[src/rtl/dis_pkg.sv]
package dis_pkg;
  typedef enum logic [2:0] {
    ST1 = 3'd0, ST2 = 3'd1, ST3 = 3'd2, ST4 = 3'd3,
    ST5 = 3'd4, ST6 = 3'd5, ST7 = 3'd6, ST8 = 3'd7
  } st_e;

  function automatic logic is_ncont(st_e s);
    return (s == ST1) || (s == ST2) || (s == ST7) || (s == ST8);
  endfunction

  // side integrating now or next: 0 = A, 1 = B
  function automatic logic side_of(st_e s);
    return (s == ST4) || (s == ST6) || (s == ST7) || (s == ST8);
  endfunction
endpackage

[src/rtl/dis_tick.sv]
module dis_tick #(
  parameter int unsigned DIV = 1
) (
  input  logic clk_i,
  input  logic rst_ni,
  output logic tick_o
);
  localparam int unsigned CW = (DIV > 1) ? $clog2(DIV) : 1;
  localparam logic [CW-1:0] LAST = CW'(DIV - 1);

  logic [CW-1:0] cnt_q;

  always_ff @(posedge clk_i or negedge rst_ni) begin
    if (!rst_ni)            cnt_q <= '0;
    else if (cnt_q == LAST) cnt_q <= '0;
    else                    cnt_q <= cnt_q + 1'b1;
  end

  assign tick_o = (cnt_q == LAST);
endmodule

[src/rtl/dis_engine.sv]
module dis_engine #(
  parameter int unsigned MRAZ_LEN = 1552,
  parameter int unsigned DRDY_LEN = 1382
) (
  input  logic       clk_i,
  input  logic       rst_ni,
  input  logic       tick_i,
  input  logic       req_a_i,
  input  logic       req_b_i,
  output logic       busy_o,
  output logic [1:0] start_o,
  output logic       drdy_o
);
  localparam int unsigned CW = $clog2(MRAZ_LEN + 1);
  localparam int unsigned DW = $clog2(DRDY_LEN + 1);

  logic          run_q, pend_q, pend_side_q, dact_q, drdy_q;
  logic [CW-1:0] cnt_q;
  logic [DW-1:0] dcnt_q;
  logic [1:0]    start_q;

  logic req, req_side, done, idle_now, launch_req, launch_pend, launch, launch_side, queue_req;

  assign req         = req_a_i | req_b_i;
  assign req_side    = req_b_i;
  assign done        = run_q & tick_i & (cnt_q == '0);
  assign idle_now    = ~run_q | (done & ~pend_q);
  assign launch_req  = req & idle_now;
  assign launch_pend = done & pend_q;
  assign launch      = launch_req | launch_pend;
  assign launch_side = launch_pend ? pend_side_q : req_side;
  assign queue_req   = req & ~idle_now;

  always_ff @(posedge clk_i or negedge rst_ni) begin
    if (!rst_ni) begin
      run_q <= 1'b0;
      cnt_q <= '0;
    end else if (launch) begin
      run_q <= 1'b1;
      cnt_q <= CW'(MRAZ_LEN - 1);
    end else if (done) begin
      run_q <= 1'b0;
    end else if (run_q && tick_i) begin
      cnt_q <= cnt_q - 1'b1;
    end
  end

  always_ff @(posedge clk_i or negedge rst_ni) begin
    if (!rst_ni) begin
      pend_q      <= 1'b0;
      pend_side_q <= 1'b0;
    end else if (queue_req) begin
      pend_q      <= 1'b1;
      pend_side_q <= req_side;
    end else if (launch_pend) begin
      pend_q <= 1'b0;
    end
  end

  for (genvar s = 0; s < 2; s++) begin : g_side
    always_ff @(posedge clk_i or negedge rst_ni) begin
      if (!rst_ni) start_q[s] <= 1'b0;
      else         start_q[s] <= launch && (launch_side == 1'(s));
    end
  end

  // data-ready delay counted from each launch
  always_ff @(posedge clk_i or negedge rst_ni) begin
    if (!rst_ni) begin
      dact_q <= 1'b0;
      dcnt_q <= '0;
      drdy_q <= 1'b0;
    end else begin
      drdy_q <= 1'b0;
      if (launch) begin
        dact_q <= 1'b1;
        dcnt_q <= DW'(DRDY_LEN - 1);
      end else if (dact_q && tick_i) begin
        if (dcnt_q == '0) begin
          dact_q <= 1'b0;
          drdy_q <= 1'b1;
        end else begin
          dcnt_q <= dcnt_q - 1'b1;
        end
      end
    end
  end

  assign busy_o  = run_q | pend_q;
  assign start_o = start_q;
  assign drdy_o  = drdy_q;

  p_one_pend_r4: assert property (@(posedge clk_i) disable iff (!rst_ni)
    (req_a_i || req_b_i) |-> !pend_q);
  p_req_excl_r3: assert property (@(posedge clk_i) disable iff (!rst_ni)
    !(req_a_i && req_b_i));
  p_start_onehot_r3: assert property (@(posedge clk_i) disable iff (!rst_ni)
    $onehot0(start_q));
  p_drdy_pulse_r9: assert property (@(posedge clk_i) disable iff (!rst_ni)
    drdy_q |=> !drdy_q);
endmodule

[src/rtl/dis_fsm.sv]
module dis_fsm
  import dis_pkg::*;
(
  input  logic clk_i,
  input  logic rst_ni,
  input  logic conv_i,
  input  logic busy_i,
  output st_e  state_o,
  output logic req_a_o,
  output logic req_b_o
);
  st_e  st_q, st_d;
  logic boot_q;

  always_comb begin
    st_d = st_q;
    unique case (st_q)
      ST1: if (!busy_i) st_d = ST2;
      ST2: if (conv_i)  st_d = ST3;
      ST3: if (!conv_i) st_d = ST4;
      ST4: if (conv_i)  st_d = busy_i ? ST1 : ST5;
      ST5: if (!conv_i) st_d = busy_i ? ST8 : ST4;
      ST6: if (conv_i)  st_d = ST5;
      ST7: if (!conv_i) st_d = ST6;
      ST8: if (!busy_i) st_d = ST7;
      default: st_d = ST8;
    endcase
    if (boot_q) st_d = conv_i ? ST1 : ST8;
  end

  always_ff @(posedge clk_i or negedge rst_ni) begin
    if (!rst_ni) begin
      st_q   <= ST8;
      boot_q <= 1'b1;
    end else begin
      st_q   <= st_d;
      boot_q <= 1'b0;
    end
  end

  // idle-side measurement requested on leaving an integrate phase
  assign req_a_o = !boot_q && !conv_i && ((st_q == ST3) || (st_q == ST5));
  assign req_b_o = !boot_q &&  conv_i && ((st_q == ST6) || (st_q == ST4));
  assign state_o = st_q;

  p_hold_s1_r5: assert property (@(posedge clk_i) disable iff (!rst_ni)
    (st_q == ST1 && busy_i && !boot_q) |=> st_q == ST1);
  p_hold_s8_r5: assert property (@(posedge clk_i) disable iff (!rst_ni)
    (st_q == ST8 && busy_i && !boot_q) |=> st_q == ST8);
  p_fall_s4_r4: assert property (@(posedge clk_i) disable iff (!rst_ni)
    (st_q == ST4 && conv_i && busy_i && !boot_q) |=> st_q == ST1);
  p_fall_s5_r4: assert property (@(posedge clk_i) disable iff (!rst_ni)
    (st_q == ST5 && !conv_i && busy_i && !boot_q) |=> st_q == ST8);
  p_enter_s3_r10: assert property (@(posedge clk_i) disable iff (!rst_ni)
    (st_q == ST3 && $past(st_q) != ST3) |-> $past(st_q) == ST2);
endmodule

[src/rtl/dual_int_seq.sv]
module dual_int_seq
  import dis_pkg::*;
#(
  parameter bit          HIGH_SPEED = 1'b0,
  parameter int unsigned CLK_DIV    = 1,
  parameter int unsigned MRAZ_LP    = 1552,
  parameter int unsigned MRAZ_HS    = 1612,
  parameter int unsigned DRDY_BASE  = 1382
) (
  input  logic       clk_i,
  input  logic       rst_ni,
  input  logic       conv_i,
  output logic [2:0] state_o,
  output logic       int_side_o,
  output logic       gnd_o,
  output logic       mraz_start_a_o,
  output logic       mraz_start_b_o,
  output logic       busy_o,
  output logic       drdy_o
);
  localparam int unsigned MRAZ_TICKS = HIGH_SPEED ? MRAZ_HS : MRAZ_LP;

  logic       tick, busy, req_a, req_b, drdy;
  logic [1:0] start;
  st_e        st;

  dis_tick #(.DIV(CLK_DIV)) i_tick (
    .clk_i (clk_i),
    .rst_ni(rst_ni),
    .tick_o(tick)
  );

  dis_engine #(.MRAZ_LEN(MRAZ_TICKS), .DRDY_LEN(DRDY_BASE)) i_engine (
    .clk_i  (clk_i),
    .rst_ni (rst_ni),
    .tick_i (tick),
    .req_a_i(req_a),
    .req_b_i(req_b),
    .busy_o (busy),
    .start_o(start),
    .drdy_o (drdy)
  );

  dis_fsm i_fsm (
    .clk_i  (clk_i),
    .rst_ni (rst_ni),
    .conv_i (conv_i),
    .busy_i (busy),
    .state_o(st),
    .req_a_o(req_a),
    .req_b_o(req_b)
  );

  assign state_o        = st;
  assign int_side_o     = side_of(st);
  assign gnd_o          = is_ncont(st);
  assign mraz_start_a_o = start[0];
  assign mraz_start_b_o = start[1];
  assign busy_o         = busy;
  assign drdy_o         = drdy;

  p_s3_idle_r5: assert property (@(posedge clk_i) disable iff (!rst_ni)
    (st == ST3) |-> !busy);
  p_start_busy_r8: assert property (@(posedge clk_i) disable iff (!rst_ni)
    (start != 2'b00) |-> busy);
endmodule

[config.mk]
export PLATFORM = sky130hd
export DESIGN_NAME = dual_int_seq
export DESIGN_NICKNAME = d
export VERILOG_FILES = /design/src/rtl/dis_pkg.sv /design/src/rtl/dis_tick.sv /design/src/rtl/dis_engine.sv /design/src/rtl/dis_fsm.sv /design/src/rtl/dual_int_seq.sv
export SDC_FILE = /design/constraint.sdc
export NUM_CORES = 1
export LEC_CHECK = 0
export BUFFER_PORTS_ARGS = -buffer_cell sky130_fd_sc_hd__buf_2
export CAP_MARGIN = 10
export CELL_PAD_IN_SITES_DETAIL_PLACEMENT = 0
export CELL_PAD_IN_SITES_GLOBAL_PLACEMENT = 2
export CORE_MARGIN = 1
export CORE_UTILIZATION = 41
export CTS_CLUSTER_SIZE = 40
export DETAILED_ROUTE_END_ITERATION = 12
export PLACE_DENSITY = 0.89
export REMOVE_ABC_BUFFERS = 1
export SLEW_MARGIN = 40
export SYNTH_ARGS = -nofsm -noshare
export SYNTH_HDL_FRONTEND = slang
export SYNTH_SLANG_ARGS = --single-unit
[constraint.sdc]
create_clock -name clk_i -period 4.15 [get_ports clk_i]
set_clock_uncertainty 0.1 [all_clocks]
set_input_delay 0.415 -clock clk_i [delete_from_list [all_inputs] [get_ports clk_i]]
set_output_delay 0.415 -clock clk_i [all_outputs]
set_load 0.1 [all_outputs]
==> results of run 1 <==
-- area by class of cell --
| type | instances | area [sq um] |
|---|---|---|
| Clock inverter | 1 | 30.0 |
| Sequential cell | 33 | 831 |
| Multi-Input combinational cell | 139 | 943 |
| Timing Repair Buffer | 13 | 75.1 |
| Inverter | 9 | 33.8 |
| Clock buffer | 7 | 86.3 |
| Fill cell | 409 | 2290 |
| Tap cell | 52 | 65.1 |
-- flip-flops by register name, summed over array words and instances, names as in the netlist --
register,flops
i_engine.drdy_o,1
i_fsm.state_o,3
i_engine.run_q,1
i_engine.pend_q,1
i_engine.dcnt_q,11
i_fsm.boot_q,1
i_engine.pend_side_q,1
i_engine.start_o,2
i_engine.dact_q,1
i_engine.cnt_q,11
-- power by group through the flow --
stage	Clock (mW)	Sequential [mW]	Combinational, mW
6_report	0.314	0.364	0.180
5_1_grt	0.340	0.369	0.191
4_1_cts	0.323	0.364	0.181
3_5_place_dp	0	0.370	0.181
3_3_place_gp	0	0.368	0.178
2_1_floorplan	0	0.413	0.104
-- metal layers --
layer / wire length, um / global-route usage [%]
met1: 1910 / 24.7
met2: 1730 / 24.9
met5: 0 / 0
met4: 39 / 5.90
met3: 145 / 4.07
-- through the flow --
| stage | util [%] | cells | area (sq um) | hold WS (ns) | total power [mW] |
|---|---|---|---|---|---|
| finish | 47.4 | 254 | 2060 | 0.344 | 0.858 |
| global route | 47.4 | 254 | 2060 | 0.345 | 0.900 |
| CTS | 47.1 | 253 | 2050 | 0.118 | 0.868 |
| detailed placement | 44.5 | 245 | 1940 | 0.398 | 0.551 |
| global placement | 44.3 | 245 | 1930 | 0.392 | 0.546 |
| floorplan | - | 181 | 1800 | 0.0194 | 0.517 |
-- path summary, 6_finish.rpt --
kind,from,to,cells after the start
worst min register to register,i_engine.pend_side_q$_DFFE_PN0P_,i_engine.pend_side_q$_DFFE_PN0P_,2
worst max register to register,i_engine.cnt_q[6]$_DFFE_PN0P_,i_engine.start_o[0]$_DFF_PN0_,4
worst min-delay path,conv_i,i_fsm.state_o[2]$_DFFE_PN1P_,2
worst max-delay path,i_engine.cnt_q[6]$_DFFE_PN0P_,i_engine.start_o[0]$_DFF_PN0_,4
max in group asynchronous,rst_ni,i_fsm.boot_q$_DFF_PN1_,2
min in group asynchronous,rst_ni,i_engine.pend_q$_DFFE_PN0P_,2
-- placed cells by master (no fill, tap or decap), types with 3 or more instances in the layout --
cell type,Yosys,final
dfrtp_1,29,29
a211o_1,3,3
nor2_1,11,11
xor2_1,3,3
dfstp_2,4,4
o41ai_1,6,6
ha_1,4,4
buf_2,4,10
o31ai_1,4,4
nor3_1,8,8
o31a_1,3,3
nand2_1,15,15
nor4_1,4,3
o22ai_1,4,4
or4_1,9,9
or3_1,5,5
nand3_1,10,10
clkbuf_8,0,6
o21ai_0,6,6
inv_1,9,9
a21oi_1,9,9
-- logic make-up (layout without fill, tap and decap cells) --
logic type      Yosys count  count (layout)  share of synthesized area [%]
fa+ha+maj                 5               5                           3.77
simple gates             76              76                           22.5
xor+xnor                  5               5                           2.36
other cells               1               1                          0.202
buf+inv                  21              30                           4.91
compound gates           49              49                           19.9
flops                    33              33                           44.7
mux                       3               3                           1.68
==> results.tsv, run 1 <==
stage	metric	value	unit
run_status	status	complete, no violations	
floorplanning	die area	4810	sq um
clock_tree	clk buf depth	2	
global_route	vias in the first global route	1355	
sta	Final period util	57.0	%
critical_path	R2R setup slack	1.78	ns
route	1st-iter DRT viols	87	
yosys	register area share after synthesis	44.7	%
power	Sw Pwr	0.285	mW
sta	Final Slew Violations	0	
global_route	pin count of the biggest net entering global routing	34	
run	Max Cap Viol	0	
critical_path	Buf/Inv on CP	0	
clock_tree	CTS root buffer	clkbuf_8	
power	logic gate share of total power	21.0	%
route	DR vias/cell	5.94	
power	switching part of the total	33.3	%
placed_design	dpl hpwl	2630	um
yosys	Post-synth top cells	dfrtp_1 (29), nand2_1 (15), nor2_1 (11), nand3_1 (10)	
floorplanning	FP Rows	24	
yosys	Synth area leader	dfrtp_1	
critical_path	Slowest cell on crit path	or4_1	
sta	Final Hold Vio Count	0	
yosys	synth warn	0	
yosys	EDFF count, synth	0	
sta	Slew headroom	52.5	%
sta	RSZ-0062 raised after global routing	no	
critical_path	startpoint class of the critical path	flip-flop	
critical_path	CP arrival	2.49	ns
clock_tree	# resized after CTS	0	
clock_tree	CTS tree	done	
yosys	Async SR Flop Fraction	100	%
floorplanning	Core Box Area	4350	sq um
power	PD cells	415	nW/um^2
final_layout	Area growth syn-to-layout	11.0	%
sta	Worst-Margin Slew	0.703	ns
critical_path	CP peak stage delay	0.72	ns
power	register share of total power	42.4	%
hold_path	Hold Path Class	in2reg	
critical_path	CP Cell Sequence	or4_1, o31ai_4, a21boi_4, and2_1	
yosys	ys flop type	dfrtp_1	
power	P_leak	0.807	nW
yosys	Mapped Cells	193	
route	TritonRoute pass-1 iters	4	
final_layout	layout cells sized above 1	15.3	%
yosys	most common cell in the netlist	dfrtp_1	
clock_tree	Post-CTS Setup Bufs	0	
route	via count	1508	
critical_path	Critical Path RT	4.27	ns
floorplanning	chip height	69.3	um
clock_tree	Worst-path clk slew	0.07	ns
clock_tree	H-tree levels	2	
yosys	Post-Syn Area	1860	sq um
yosys	post-synth top area share	39.0	%
yosys	count of unique library cells instantiated by Yosys	50	
global_route	GRT Residual Overflow	0	
critical_path	CP top delay family	simple AND/OR/NAND/NOR gates	
power	Internal	0.572	mW
clock_tree	CTS Hold Bufs	0	
floorplanning	Initial Util	42.7	%
floorplanning	die width	69.3	um
floorplanning	io pins	12	
global_route	first-pass GRT wire length	6600	um
final_layout	Antenna Diode Count	0	
critical_path	Max FO, Critical Path	12	
sta	FMAX	422	MHz
clock_tree	TritonCTS Sinks	33	
placed_design	Port Buffer Count	11	
clock_tree	Worst-Skew Late Latency	0.28	ns
sta	Setup-failing EPs final	0	
route	remaining antenna violation count	0	
route	DR WL/cell	15.1	um
yosys	top post-synthesis cells by area	dfrtp_1 (39%), dfstp_2 (5.7%), or4_1 (3.6%), nand2_1 (3.0%), o41ai_1 (2.8%)	
global_route	initial antenna violation count	0	
critical_path	Worst setup EP type	flip-flop	
final_layout	Layout Nets	209	
yosys	Seq cells post-synth	33	
sta	PnR worst setup slack	1.78	ns
power	Max IR drop VDD	0.000357	V
route	DR DRC count	0	
placed_design	routability cong.	0.810	
sta	Final TNS setup	0	ns
power	power share of the clock group	36.6	%
placed_design	Setup WS pre-CTS	1.80	ns
route	final WL	3820	um
sta	Final min period	2.37	ns
clock_tree	CTS buffer count	5	
global_route	GRT Overall Usage	17.1	%
yosys	Mean Syn Cell Area	9.63	sq um
critical_path	WS Path Type	reg2reg	
Power figures use the tool's default switching activity.
==> inputs of run 2 (changes only) <==
Settings changed: ABC_AREA set to 1, CORE_UTILIZATION 41 to 31, PLACE_DENSITY 0.89 to 0.8.
Clock period 4.15 ns to 2.1 ns, I/O delays scaled along.
==> run 2 against run 1 <==
- non-clock buffer count is 1 higher
- largest power group unchanged
- worst hold slack worse by 0.21 ns
- critical path type is now reg2out
- sequential share of layout area is 2.9 points lower
==> results.tsv, run 2 <==
stage	metric	value	unit	change
run_status	status	complete, no violations		unchanged
global_route	first-pass GRT wire length	7400	um	was 6600 um
sta	FMAX	518	MHz	
yosys	EDFF count, synth	0		unchanged
floorplanning	die area	6750	sq um	was 4810 sq um
clock_tree	CTS root buffer	clkbuf_8		unchanged
route	DR DRC count	0		unchanged
power	Final Power	2.01	mW	was 0.858 mW
route	1st-iter DRT viols	74		was 87
floorplanning	io pins	12		unchanged
yosys	Seq cells post-synth	33		unchanged
yosys	Mean Syn Cell Area	7.24	sq um	was 9.63 sq um
yosys	Post-Syn Area	1990	sq um	was 1860 sq um
yosys	synth warn	0		unchanged
run	Max Cap Viol	0		unchanged
critical_path	R2R setup slack	0.30	ns	was 1.78 ns
sta	Final period util	91.9	%	
placed_design	routability cong.	0.805		was 0.810
clock_tree	Worst-Skew Late Latency	0.29	ns	was 0.28 ns
global_route	GRT Overall Usage	14.8	%	was 17.1%
clock_tree	CTS buffer count	5		unchanged
power	Max IR drop VDD	0.00115	V	was 0.000357 V
placed_design	cell count after placement	360		was 245
power	PD cells	905	nW/um^2	was 415 nW/um^2
yosys	most common cell in the netlist	nand2_1		was dfrtp_1
final_layout	most frequent cells in the layout	nand2_1 (88), nor2_1 (38), inv_1 (32)		was dfrtp_1 (29), nand2_1 (15), nor2_1 (11)
yosys	multiplexer share of the synthesized area	0	%	was 1.68%
critical_path	startpoint class of the critical path	flip-flop		unchanged
final_layout	Area growth syn-to-layout	11.6	%	was 11.0%
sta	Final Slew Violations	0		unchanged
sta	RSZ-0062 raised after global routing	no		unchanged
final_layout	final core utilization	36.7	%	was 47.4%
sta	Final min period	1.93	ns	
clock_tree	Worst-path clk slew	0.07	ns	about the same
floorplanning	FP Rows	28		was 24
yosys	Synth Area in Compound Gates	7.17	%	was 19.9%
route	DR vias/cell	4.59		was 5.94
route	final WL	4320	um	was 3820 um
placed_design	Port Buffer Count	11		unchanged
critical_path	Critical R2R Capture	i_engine.dcnt_q[8]$_DFFE_PN0P_		was i_engine.start_o[0]$_DFF_PN0_
yosys	post-synthesis xor/xnor area fraction	2.20	%	was 2.36%
global_route	initial antenna violation count	0		unchanged
hold_path	Hold Path Class	in2reg		unchanged
sta	Final Hold Vio Count	0		unchanged
final_layout	Cell Count, Final, Fillers Out	369		was 254
clock_tree	H-tree levels	2		unchanged
sta	Setup-failing EPs final	0		unchanged
yosys	ys flop type	dfrtp_1		unchanged
clock_tree	TritonCTS Sinks	33		unchanged
final_layout	most common cell after layout, fill and taps aside	nand2_1		was dfrtp_1
yosys	Async SR Flop Fraction	100	%	unchanged
route	via count	1694		was 1508
floorplanning	Core Box Area	6060	sq um	was 4350 sq um
critical_path	worst setup path endpoint	gnd_o		was i_engine.start_o[0]$_DFF_PN0_
yosys	top post-synthesis cells by area	dfrtp_1 (36%), nand2_1 (17%), nor2_1 (7.2%), nand3_1 (7.0%), inv_1 (6.0%)		was dfrtp_1 (39%), dfstp_2 (5.7%), or4_1 (3.6%), nand2_1 (3.0%), o41ai_1 (2.8%)
yosys	main combinational cell family by area after synthesis	simple AND/OR/NAND/NOR gates		unchanged
yosys	count of unique library cells instantiated by Yosys	31		was 50
global_route	GRT Residual Overflow	0		unchanged
route	TritonRoute pass-1 iters	4		unchanged
clock_tree	CTS tree	done		unchanged
critical_path	Worst setup EP type	output port		was flip-flop
critical_path	FF-to-FF path depth	9		was 4
critical_path	WS Path Type	reg2out		was reg2reg
yosys	register area share after synthesis	41.7	%	was 44.7%
critical_path	Critical Path RT	1.79	ns	was 4.27 ns
yosys	Mapped Cells	275		was 193
critical_path	CP arrival	1.62	ns	was 2.49 ns
route	DR WL/cell	11.7	um	was 15.1 um
placed_design	dpl hpwl	2990	um	was 2630 um
final_layout	layout cells sized above 1	11.6	%	was 15.3%
final_layout	Antenna Diode Count	0		unchanged
power	P_leak	1.07	nW	was 0.807 nW
floorplanning	Initial Util	32.8	%	was 42.7%
yosys	Post-Synth Adder-Cell Area	3.52	%	was 3.77%
yosys	Post-synth top cells	nand2_1 (88), nor2_1 (38), inv_1 (32), dfrtp_1 (29), nand3_1 (28)		was dfrtp_1 (29), nand2_1 (15), nor2_1 (11), nand3_1 (10)
critical_path	Max FO, Critical Path	8		was 12
final_layout	Layout Nets	301		was 209
floorplanning	die width	82.1	um	was 69.3 um
global_route	pin count of the biggest net entering global routing	34		unchanged
global_route	vias in the first global route	1602		was 1355
yosys	post-synth top area share	36.5	%	was 39.0%
route	remaining antenna violation count	0		unchanged
critical_path	Setup crit start	i_fsm.state_o[0]$_DFFE_PN1P_		was i_engine.cnt_q[6]$_DFFE_PN0P_
clock_tree	clk buf depth	2		unchanged
yosys	Simple-Gate Fraction of Synth Area	37.1	%	was 22.5%
yosys	Synth area leader	dfrtp_1		unchanged
floorplanning	chip height	82.1	um	was 69.3 um
critical_path	FF-to-FF Start	i_engine.dcnt_q[0]$_DFFE_PN0P_		was i_engine.cnt_q[6]$_DFFE_PN0P_
[run 2: through the flow]
| stage | area, sq um | setup TNS, ns | setup slack, ns | hold WS (ns) |
|---|---|---|---|---|
| floorplan | 1960 | -0.112 | -0.0665 | -0.186 |
| global placement | 2120 | 0 | 0.176 | 0.249 |
| detailed placement | 2120 | 0 | 0.183 | 0.254 |
| CTS | 2210 | 0 | 0.168 | 0.132 |
| global route | 2220 | 0 | 0.0503 | 0.200 |
| finish | 2220 | 0 | 0.171 | 0.134 |
[run 2: final cells by class]
class	count	area, sq um
timing repair buffer	14	82.6
tap	75	93.8
sequential	33	831
inverter	34	130
fill	668	3840
clock buffer	8	80.1
multi-input combinational	205	1000
[run 2: where the power goes]
group,switching (mW),internal (mW)
Sequential,0.0722,0.698
Clock,0.239,0.236
Combinational,0.630,0.135
Total,0.941,1.07
[run 2: worst min path at each step]
stage / from / to / slack [ns] / cells past startpoint
finish: conv_i / i_fsm.state_o[2]$_DFFE_PN1P_ / 0.13 / 4
global placement: rst_ni / i_engine.dcnt_q[8]$_DFFE_PN0P_ / 0.25 / 1
detailed placement: rst_ni / i_engine.dcnt_q[8]$_DFFE_PN0P_ / 0.25 / 1
global route: conv_i / i_fsm.state_o[2]$_DFFE_PN1P_ / 0.20 / 4
CTS: conv_i / i_fsm.state_o[2]$_DFFE_PN1P_ / 0.13 / 4
floorplan: rst_ni / i_engine.cnt_q[0]$_DFFE_PN0P_ / -0.19 / 0
[run 2: logic make-up (layout without fill, tap and decap cells)]
group / Yosys count / in the layout
AO/OA/AOI/OAI: 25 / 25
XOR/XNOR: 5 / 5
adder cells (fa/ha/maj): 5 / 5
buffers and inverters: 37 / 56
flip-flops: 33 / 33
other: 1 / 1
AND/OR/NAND/NOR: 169 / 169
[run 2: worst max-delay path, stage by stage (launching register included)]
cell and delay, ns:
dfstp_2 0.62, nand2_1 0.10, nand2_1 0.07, o21ai_0 0.07, nand2_1 0.06, buf_2 0.41
[run 2: metal layers]
| layer | GRT usage [%] | up-vias | routed length, um |
|---|---|---|---|
| met5 | 0 | - | 0 |
| met4 | 7.37 | 0 | 88 |
| met3 | 2.64 | 7 | 71 |
| met2 | 23.5 | 12 | 1900 |
| met1 | 19.3 | 779 | 2260 |
| li1 | - | 896 | - |
[run 2: what timing repair did]
| action | 4_1_cts | 5_1_grt |
|---|---|---|
| buffers inserted | 0 | 0 |
| resized for setup | 0 | 1 |
| setup endpoints to repair | 0 | 1 |
| hold buffers | 1 | 0 |
| endpoints found under the hold margin | 29 | 0 |
